**config.mk**
```make
export PLATFORM = sky130hd
export DESIGN_NAME = pwr_state_ctrl
export DESIGN_NICKNAME = d
export VERILOG_FILES = /design/src/rtl/psc_pkg.sv /design/src/rtl/psc_sync.sv /design/src/rtl/psc_button.sv /design/src/rtl/psc_irq.sv /design/src/rtl/psc_fsm.sv /design/src/rtl/pwr_state_ctrl.sv
export SDC_FILE = /design/constraint.sdc
export NUM_CORES = 1
export LEC_CHECK = 0
export CORE_MARGIN = 10
export CORE_UTILIZATION = 50
export CTS_CLUSTER_DIAMETER = 100
export DETAILED_ROUTE_END_ITERATION = 10
export PLACE_DENSITY_LB_ADDON = 0.15
export SLEW_MARGIN = 20
export SYNTH_ARGS = -nofsm -noshare
export SYNTH_HDL_FRONTEND = slang
export SYNTH_HIERARCHICAL = 1
export SYNTH_SLANG_ARGS = --single-unit
```
**constraint.sdc**
```tcl
create_clock -name clk -period 6.3 [get_ports clk]
set_clock_uncertainty 0.1 [all_clocks]
set_input_delay 1.26 -clock clk [delete_from_list [all_inputs] [get_ports clk]]
set_output_delay 1.26 -clock clk [all_outputs]
set_load 0.05 [all_outputs]
```
**src/rtl/psc_pkg.sv**
```systemverilog
package psc_pkg;
   typedef enum logic [1:0] {
      PS_OFF    = 2'd0,
      PS_ACTIVE = 2'd1,
      PS_SLEEP  = 2'd2
   } pstate_t;

   localparam int IRQ_N    = 3;
   localparam int IRQ_BTN  = 0;
   localparam int IRQ_LP   = 1;
   localparam int IRQ_HOLD = 2;
endpackage

```
**src/rtl/psc_sync.sv**
```systemverilog
module psc_sync #(
   parameter int W      = 2,
   parameter int STAGES = 2
) (
   input  logic         clk,
   input  logic         rst_n,
   input  logic [W-1:0] d,
   output logic [W-1:0] q
);
   if (STAGES < 2) begin : g_bad_stages
      $error("psc_sync: STAGES must be at least 2");
   end

   logic [W-1:0] chain [STAGES];

   for (genvar s = 0; s < STAGES; s++) begin : g_stage
      always_ff @(posedge clk or negedge rst_n) begin
         if (!rst_n)
            chain[s] <= '0;
         else if (s == 0)
            chain[s] <= d;
         else
            chain[s] <= chain[(s == 0) ? 0 : s-1];
      end
   end

   assign q = chain[STAGES-1];
endmodule

```
**src/rtl/psc_button.sv**
```systemverilog
module psc_button #(
   parameter int DEB_TICKS  = 4,
   parameter int LP_TICKS   = 60,
   parameter int LPTO_TICKS = 100
) (
   input  logic clk,
   input  logic rst_n,
   input  logic btn_low,
   input  logic lp_pend,
   output logic press_evt,
   output logic btn_down,
   output logic lp_evt,
   output logic lp_expire
);
   localparam int CW      = $clog2(LP_TICKS + 1);
   localparam int LPW     = LPTO_TICKS - LP_TICKS;
   localparam int WW      = $clog2(LPW + 1);
   localparam logic [CW-1:0] DEB_HIT = CW'(DEB_TICKS - 1);
   localparam logic [CW-1:0] LP_HIT  = CW'(LP_TICKS - 1);
   localparam logic [CW-1:0] CNT_TOP = CW'(LP_TICKS);
   localparam logic [WW-1:0] WIN_HIT = WW'(LPW - 1);
   localparam logic [WW-1:0] WIN_TOP = WW'(LPW);

   logic [CW-1:0] press_cnt;
   logic [WW-1:0] win_cnt;

   // press duration, saturating at the long-press threshold
   always_ff @(posedge clk or negedge rst_n) begin
      if (!rst_n)
         press_cnt <= '0;
      else if (!btn_low)
         press_cnt <= '0;
      else if (press_cnt != CNT_TOP)
         press_cnt <= press_cnt + 1'b1;
   end

   // acknowledge window, runs only while the long-press bit is pending
   always_ff @(posedge clk or negedge rst_n) begin
      if (!rst_n)
         win_cnt <= '0;
      else if (!lp_pend)
         win_cnt <= '0;
      else if (win_cnt != WIN_TOP)
         win_cnt <= win_cnt + 1'b1;
   end

   assign press_evt = btn_low && (press_cnt == DEB_HIT);
   assign btn_down  = btn_low && (press_cnt >= DEB_HIT);
   assign lp_evt    = btn_low && (press_cnt == LP_HIT);
   assign lp_expire = lp_pend && (win_cnt == WIN_HIT);
endmodule

```
**src/rtl/psc_irq.sv**
```systemverilog
module psc_irq #(
   parameter int N = 3
) (
   input  logic         clk,
   input  logic         rst_n,
   input  logic [N-1:0] set_vec,
   input  logic [N-1:0] ack_vec,
   input  logic         clear_all,
   input  logic [N-1:0] mask,
   input  logic         pol,
   output logic [N-1:0] status,
   output logic         line
);
   logic any_live;

   for (genvar i = 0; i < N; i++) begin : g_bit
      always_ff @(posedge clk or negedge rst_n) begin
         if (!rst_n)
            status[i] <= 1'b0;
         else if (clear_all)
            status[i] <= 1'b0;
         else if (set_vec[i])
            status[i] <= 1'b1;
         else if (ack_vec[i])
            status[i] <= 1'b0;
      end
   end

   assign any_live = |(status & ~mask);
   assign line     = pol ? any_live : ~any_live;
endmodule

```
**src/rtl/psc_fsm.sv**
```systemverilog
module psc_fsm
   import psc_pkg::*;
#(
   parameter int HOLDOFF_TICKS = 40
) (
   input  logic    clk,
   input  logic    rst_n,
   input  logic    press_evt,
   input  logic    btn_down,
   input  logic    lp_expire,
   input  logic    hold_rise,
   input  logic    hold_fall,
   input  logic    hold_lvl,
   input  logic    cpu_en,
   input  logic    sleep_req,
   input  logic    pwr_block,
   input  logic    pending,
   output pstate_t state,
   output logic    go_off
);
   localparam int HW = $clog2(HOLDOFF_TICKS + 1);
   localparam logic [HW-1:0] HO_END = HW'(HOLDOFF_TICKS);

   pstate_t       nxt;
   logic [HW-1:0] ho_cnt;
   logic          ho_done;
   logic          keep_on;

   assign ho_done = (ho_cnt == HO_END);
   assign keep_on = cpu_en || btn_down || hold_lvl;

   always_comb begin
      nxt = state;
      unique case (state)
         PS_OFF: begin
            if (!pwr_block && (press_evt || hold_rise))
               nxt = PS_ACTIVE;
         end
         PS_ACTIVE: begin
            if (lp_expire || hold_fall)
               nxt = PS_OFF;
            else if (ho_done && !keep_on)
               nxt = PS_OFF;
            else if (sleep_req && !pending)
               nxt = PS_SLEEP;
         end
         PS_SLEEP: begin
            if (hold_fall)
               nxt = PS_OFF;
            else if (press_evt)
               nxt = PS_ACTIVE;
         end
         default: nxt = PS_OFF;
      endcase
   end

   always_ff @(posedge clk or negedge rst_n) begin
      if (!rst_n)
         state <= PS_OFF;
      else
         state <= nxt;
   end

   // hold-off window restarts on every entry into ACTIVE
   always_ff @(posedge clk or negedge rst_n) begin
      if (!rst_n)
         ho_cnt <= '0;
      else if (state != PS_ACTIVE && nxt == PS_ACTIVE)
         ho_cnt <= '0;
      else if (state == PS_ACTIVE && !ho_done)
         ho_cnt <= ho_cnt + 1'b1;
   end

   assign go_off = (state != PS_OFF) && (nxt == PS_OFF);
endmodule

```
**src/rtl/pwr_state_ctrl.sv**
```systemverilog
module pwr_state_ctrl
   import psc_pkg::*;
#(
   parameter int N_RES         = 8,
   parameter int SYNC_STAGES   = 2,
   parameter int DEB_TICKS     = 4,
   parameter int HOLDOFF_TICKS = 40,
   parameter int LP_TICKS      = 60,
   parameter int LPTO_TICKS    = 100
) (
   input  logic             clk,
   input  logic             rst_n,
   input  logic             btn_n,
   input  logic             hold_in,
   input  logic             pwr_block,
   input  logic             cpu_en,
   input  logic             sleep_req,
   input  logic [2:0]       irq_ack,
   input  logic [2:0]       irq_mask,
   input  logic             irq_pol,
   input  logic [N_RES-1:0] keep_mask,
   input  logic             clk32_keep,
   input  logic             clk32_cfg,
   output logic [N_RES-1:0] res_en,
   output logic             clk32_en,
   output logic             cpu_rst_n,
   output logic             irq_out,
   output logic [2:0]       irq_status,
   output logic [1:0]       pwr_state
);
   if (N_RES < 1) begin : g_bad_res
      $error("pwr_state_ctrl: N_RES must be at least 1");
   end
   if (DEB_TICKS < 1) begin : g_bad_deb
      $error("pwr_state_ctrl: DEB_TICKS must be at least 1");
   end
   if (LP_TICKS <= DEB_TICKS) begin : g_bad_lp
      $error("pwr_state_ctrl: LP_TICKS must exceed DEB_TICKS");
   end
   if (LPTO_TICKS <= LP_TICKS + 1) begin : g_bad_lpto
      $error("pwr_state_ctrl: LPTO_TICKS must exceed LP_TICKS + 1");
   end
   if (HOLDOFF_TICKS < 1) begin : g_bad_ho
      $error("pwr_state_ctrl: HOLDOFF_TICKS must be at least 1");
   end

   pstate_t        state;
   logic [1:0]     sync_q;
   logic           btn_low_s, hold_s, hold_q;
   logic           hold_rise, hold_fall;
   logic           press_evt, btn_down, lp_evt, lp_expire;
   logic           go_off;
   logic [IRQ_N-1:0] set_vec;
   logic           is_active, is_sleep;

   psc_sync #(.W(2), .STAGES(SYNC_STAGES)) u_sync (
      .clk   (clk),
      .rst_n (rst_n),
      .d     ({hold_in, ~btn_n}),
      .q     (sync_q)
   );

   assign btn_low_s = sync_q[0];
   assign hold_s    = sync_q[1];

   always_ff @(posedge clk or negedge rst_n) begin
      if (!rst_n)
         hold_q <= 1'b0;
      else
         hold_q <= hold_s;
   end

   assign hold_rise = hold_s && !hold_q;
   assign hold_fall = !hold_s && hold_q;

   psc_button #(
      .DEB_TICKS  (DEB_TICKS),
      .LP_TICKS   (LP_TICKS),
      .LPTO_TICKS (LPTO_TICKS)
   ) u_button (
      .clk       (clk),
      .rst_n     (rst_n),
      .btn_low   (btn_low_s),
      .lp_pend   (irq_status[IRQ_LP]),
      .press_evt (press_evt),
      .btn_down  (btn_down),
      .lp_evt    (lp_evt),
      .lp_expire (lp_expire)
   );

   psc_fsm #(.HOLDOFF_TICKS(HOLDOFF_TICKS)) u_fsm (
      .clk       (clk),
      .rst_n     (rst_n),
      .press_evt (press_evt),
      .btn_down  (btn_down),
      .lp_expire (lp_expire),
      .hold_rise (hold_rise),
      .hold_fall (hold_fall),
      .hold_lvl  (hold_s),
      .cpu_en    (cpu_en),
      .sleep_req (sleep_req),
      .pwr_block (pwr_block),
      .pending   (|irq_status),
      .state     (state),
      .go_off    (go_off)
   );

   assign is_active = (state == PS_ACTIVE);
   assign is_sleep  = (state == PS_SLEEP);

   always_comb begin
      set_vec           = '0;
      set_vec[IRQ_BTN]  = press_evt || (is_active && btn_down);
      set_vec[IRQ_LP]   = lp_evt && is_active;
      set_vec[IRQ_HOLD] = hold_rise;
   end

   psc_irq #(.N(IRQ_N)) u_irq (
      .clk       (clk),
      .rst_n     (rst_n),
      .set_vec   (set_vec),
      .ack_vec   (irq_ack),
      .clear_all (go_off),
      .mask      (irq_mask),
      .pol       (irq_pol),
      .status    (irq_status),
      .line      (irq_out)
   );

   for (genvar r = 0; r < N_RES; r++) begin : g_res
      assign res_en[r] = is_active || (is_sleep && keep_mask[r]);
   end

   assign clk32_en  = (is_active && clk32_cfg) || (is_sleep && clk32_keep);
   assign cpu_rst_n = (state != PS_OFF);
   assign pwr_state = state;
endmodule

```
==> results of run 1 <==
## metal layers
| layer | wire length (um) | share of wire [%] | vias up |
|---|---|---|---|
| met5 | 0 | 0 | - |
| met4 | 18 | 0.46 | 0 |
| met3 | 269 | 6.8 | 2 |
| met2 | 1860 | 47 | 44 |
| met1 | 1790 | 45 | 701 |
| li1 | - | - | 707 |
## logic make-up (layout without fill, tap and decap cells)
group                    count (synthesis)  in the layout  synth area share, %
XOR/XNOR                                 4              4                 2.10
AND/OR/NAND/NOR                         75             75                 25.7
AO/OA/AOI/OAI                           39             39                 17.3
adder cells (fa/ha/maj)                  6              6                 4.50
flip-flops                              28             28                 42.0
buffers and inverters                   23             60                 6.01
multiplexers                             4              4                 2.40
## critical path, stage by stage
cell and delay, ns:
clkdlybuf4s50_1 0.46, inv_1 0.04, a222oi_1 0.34, xor2_1 0.17, clkdlybuf4s50_1 0.82
## synth_stat cells (2+ instances only)
cell and number:
a21o_1 9, a21oi_1 4, a22oi_1 3, a31oi_1 4, a32oi_1 2, and2_1 2, and3_1 5, buf_2 2
buf_4 3, dfrtp_1 28, ha_1 6, inv_1 17, mux2i_1 4, nand2_1 20, nand2b_1 3, nand3_1 8
nand3b_1 3, nand4b_1 2, nor2_1 8, nor2b_1 4, nor3_1 2, o211ai_1 2, o21ai_0 6, or3_1 4
or4b_1 2, xnor2_1 2, xor2_1 2
## how the worst min path moves through the flow
stage	end	slack (ns)	from	cells past startpoint
after global routing	u_sync/q[0]	0.27	u_sync/chain[2]	0
after floorplan	u_sync/q[0]	0.23	u_sync/chain[2]	0
after detailed placement	u_sync/q[1]	0.23	u_sync/chain[3]	0
after CTS	u_sync/q[1]	0.27	u_sync/chain[3]	0
after global placement	u_sync/q[1]	0.24	u_sync/chain[3]	0
final	u_sync/q[1]	0.27	u_sync/chain[3]	0
## power by group
part	switching, mW	internal, mW
Clock	0.0488	0.0224
Combinational	0.149	0.0942
Sequential	0.0257	0.196
Total	0.224	0.313
## registers in the layout, indices dropped and copies added, names as in the netlist
register	cells
hold_q	1
u_button/press_cnt	6
u_button/win_cnt	6
u_fsm/ho_cnt	6
u_fsm/state	2
u_irq/status	3
u_sync/chain	2
u_sync/q	2
## layout make-up
class,instances,area (sq um),area share (%)
multi-input combinational,128,866,41.1
sequential,28,701,33.3
timing repair buffer,40,398,18.9
inverter,17,63.8,3.03
tap,44,55.1,2.61
clock buffer,3,22.5,1.07
==> out/qor.csv, run 1 <==
metric,value,unit
vias in the first global route,1412,
DRT Pass-1 Iters,4,
Worst setup SP type,input pin,
"setup slack, reg-to-reg",4.02,ns
DRT iter0 DRCs,102,
layout cell share with drive strength beyond 1,6.02,%
WL/cell,15.1,um
n_diodes,0,
clock buffer depth,2,
largest cells by area after synthesis,"dfrtp_1, ha_1, nand2_1",
"commonest non-fill, non-tap cells in the layout","clkdlybuf4s50_1, dfrtp_1, nand2_1, inv_1, a21o_1",
Yosys top cell by area,dfrtp_1,
max-slew violations,0,
met2 Use GR,22.1,%
HPWL after DPL,3060,um
"Async S/R FF share, synth",100,%
largest net degree at the start of global routing,29,
# Post-CTS Setup Buffers,0,
Placed Area,0.00208,sq mm
final worst path period need,4.44,ns
Starting Density,53.3,%
"Req. time, crit path",4.94,ns
maxcap violations,0,
post-synth cell types,49,
M1 GR Usage,17.6,%
DRT antenna net count,0,
Post-route DRC,0,
Post-Syn Instances,179,
Rows,20,
CP Capture Type,primary output,
Hold Slack,0.265,ns
ys flop type,dfrtp_1,
"most common cell after layout, fill and taps aside",clkdlybuf4s50_1,
PostCTS Resize Cnt,0,
Final Hold Vio Count,0,
FILL cells,267,
Ports,40,
Mapped Area,0.00167,sq mm
post-synthesis sequential element count,28,
top cell type's share of synthesized area,42.0,%
overall routed net length,3940,um
# H-tree levels,1,
slew margin rel.,60.9,%
vias per cell,5.59,
Critical Path Fanout Max,1,
Final Cycle Share,70.4,%
TritonCTS clock tree,built,
Hold Crit Class,reg -> reg,
R2R cell count,5,
TritonCTS buffer count,3,
Final GP Congestion,0.817,
gr busiest metal,met2,
design area,0.00211,sq mm
Final setup violation count,0,
# port buffers,39,
CP startpoint,irq_mask[0],
Die X,77.7,um
PwrDens,255,mW/mm^2
sequential share of the synthesized area,42.0,%
Worst Tran Pin Value,0.586,ns
worst r2r src,u_button/press_cnt[4],
GRT met3 Usage,3.00,%
RSZ-0062 raised after global routing,false,
Worst-Skew Late Latency,0.32,ns
All-Layer GR Usage,13.5,%
status,finished clean,
Util after Layout,67.3,%
CP endpoint,irq_out,
syn nets,209,
Die ar.,0.00604,sq mm
pre-CTS setup slack,1.85,ns
Max IR drop VDD,0.000189,V
classification of the worst setup path,in -> out,
Area Overhead vs Synth,26.4,%
setup TNS,0,ns
Die Y,77.7,um
clock transition at the registers of the reported paths,0.13,ns
CTS root buffer,clkbuf_4,
Leakage,0.982,nW
CTS Hold Bufs,0,
"Net count, final",248,
syn avg cell area,9.31,sq um
Final WS setup,1.86,ns
initial antenna violation count,0,
core area,0.00313,sq mm
first-pass GRT wire length,6810,um
Total Power,0.537,mW
Non-Filler Instances,260,
remaining global-route overflow,0,
via count,1454,
Yosys Warn Count,6,
CTS sink cnt,28,
FF-to-FF End,u_fsm/ho_cnt[3],
Max Freq,225,MHz
dpl cells,257,
"EDFF count, synth",0,
critical path arrival,3.08,ns
Power figures use the tool's default switching activity.
==> inputs of run 2 (changes only) <==
--- a/config.mk
+++ b/config.mk
@@ -6,7 +6,7 @@
 export NUM_CORES = 1
 export LEC_CHECK = 0
 export CORE_MARGIN = 10
-export CORE_UTILIZATION = 50
+export CORE_UTILIZATION = 44
 export CTS_CLUSTER_DIAMETER = 100
 export DETAILED_ROUTE_END_ITERATION = 10
 export PLACE_DENSITY_LB_ADDON = 0.15
==> constraint.sdc (replaced) <==
create_clock -name clk -period 4 [get_ports clk]
set_clock_uncertainty 0.1 [all_clocks]
set_input_delay 0.8 -clock clk [delete_from_list [all_inputs] [get_ports clk]]
set_output_delay 0.8 -clock clk [all_outputs]
set_load 0.05 [all_outputs]
==> out/qor.csv, run 2 (same netlist as run 1, synthesis figures left out) <==
metric,value,unit,change
first-pass GRT wire length,6470,um,-5.1%
CTS Hold Bufs,0,,unchanged
All-Layer GR Usage,12.0,%,-1.5 points
"Req. time, crit path",3.10,ns,-1.84 ns
vias per cell,5.54,,-0.94%
HPWL after DPL,3010,um,-1.6%
Starting Density,45.5,%,-7.8 points
Ports,40,,unchanged
DRT iter0 DRCs,177,,+74%
# port buffers,39,,unchanged
via count,1468,,+0.96%
DRT Pass-1 Iters,4,,unchanged
layout cell share with drive strength beyond 1,6.45,%,+0.43 points
Worst Tran Pin Value,0.588,ns,+0.00191 ns
CP Capture Type,primary output,,
clock transition at the registers of the reported paths,0.09,ns,-0.04 ns
TritonCTS clock tree,built,,
n_diodes,0,,unchanged
Final setup violation count,0,,unchanged
classification of the worst setup path,in -> out,,
Leakage,0.997,nW,+1.5%
Largest regs,"u_button/press_cnt: 6 flops, u_button/win_cnt: 6 flops, u_fsm/ho_cnt: 6 flops",,
Final GP Congestion,0.836,,+2.4%
TritonCTS buffer count,3,,unchanged
PwrDens,422,mW/mm^2,+66%
maxcap violations,0,,unchanged
Die ar.,0.00665,sq mm,+10%
Die X,81.5,um,+4.9%
core area,0.00366,sq mm,+17%
Rows,22,,+10%
Worst setup SP type,input pin,,
Critical Path Fanout Max,1,,unchanged
# Post-CTS Setup Buffers,0,,unchanged
Die Y,81.5,um,+4.9%
RSZ-0062 raised after global routing,false,,
initial antenna violation count,0,,unchanged
clock buffer depth,2,,unchanged
Area Overhead vs Synth,28.6,%,
slew margin rel.,60.8,%,-0.13 points
critical path arrival,2.64,ns,-0.44 ns
remaining global-route overflow,0,,unchanged
Worst-Skew Late Latency,0.27,ns,-0.05 ns
overall routed net length,3990,um,+1.4%
"Net count, final",248,,unchanged
CTS root buffer,clkbuf_8,,
largest net degree at the start of global routing,29,,unchanged
Final Cycle Share,88.4,%,
Post-route DRC,0,,unchanged
pre-CTS setup slack,0.475,ns,-1.37 ns
"commonest non-fill, non-tap cells in the layout","clkdlybuf4s50_1, dfrtp_1, nand2_1, inv_1, a21o_1",,
Max IR drop VDD,0.000156,V,-17%
setup TNS,0,ns,unchanged
vias in the first global route,1354,,-4.1%
WL/cell,15.1,um,-0.49%
CTS sink cnt,28,,unchanged
final worst path period need,3.54,ns,
Util after Layout,58.5,%,-8.8 points
status,finished clean,,
Total Power,0.905,mW,+69%
Final WS setup,0.463,ns,-1.40 ns
max-slew violations,0,,unchanged
Hold Crit Class,reg -> reg,,
"most common cell after layout, fill and taps aside",clkdlybuf4s50_1,,
Max Freq,283,MHz,
Hold Slack,0.256,ns,-0.00907 ns
PostCTS Resize Cnt,0,,unchanged
Final Hold Vio Count,0,,unchanged
DRT antenna net count,0,,unchanged
FILL cells,310,,+16%
# H-tree levels,1,,unchanged
==> run 2: cell count changes in the layout (fill, tap and decap cells not counted) <==
cell      delta
clkbuf_4     -3
clkbuf_8     +4
==> run 2: cell type report <==
cell class / instances / area (sq um) / area share, %
inverter: 17 / 63.8 / 2.98
multi-input combinational: 128 / 866 / 40.4
sequential: 28 / 701 / 32.7
clock buffer: 4 / 55.1 / 2.57
tap: 48 / 60.1 / 2.80
timing repair buffer: 40 / 398 / 18.6
==> run 2: power by group <==
group | switching, mW | leakage (nW) | internal [mW] | total (mW)
Combinational | 0.235 | 0.596 | 0.148 | 0.383
Clock | 0.0818 | 0.0288 | 0.0879 | 0.170
Sequential | 0.0431 | 0.372 | 0.309 | 0.352
==> run 2: path summary, 6_finish.rpt <==
path | from | end | slack (ns) | cells after the start
min in group asynchronous | rst_n | u_sync/chain[2] | 0.81 | 2
hold reg to reg | u_sync/chain[3] | u_sync/q[1] | 0.26 | 0
max in group asynchronous | rst_n | u_irq/status[0] | 2.73 | 2
hold / removal | u_sync/chain[3] | u_sync/q[1] | 0.26 | 0
setup reg to reg | u_button/press_cnt[4] | u_fsm/ho_cnt[3] | 1.70 | 5
setup / recovery | irq_mask[1] | irq_out | 0.46 | 5
==> run 2: routing by layer <==
layer	vias to the layer above	GRT usage (%)	share of wire, %
met1	695	16.1	43
met3	2	2.84	13
met2	60	18.2	44
li1	711	-	-
met4	0	4.15	0.40
met5	-	0	0
==> run 2: critical path: stages <==
cell and delay (ns):
clkdlybuf4s50_1 0.46, inv_1 0.04, a222oi_1 0.34, xor2_1 0.17
clkdlybuf4s50_1 0.82
==> run 2: through the flow <==
stage,std cells,instance area [sq um]
after floorplan,179,1670
after global placement,261,2090
after detailed placement,261,2090
after CTS,265,2140
after global routing,265,2140
final,265,2140
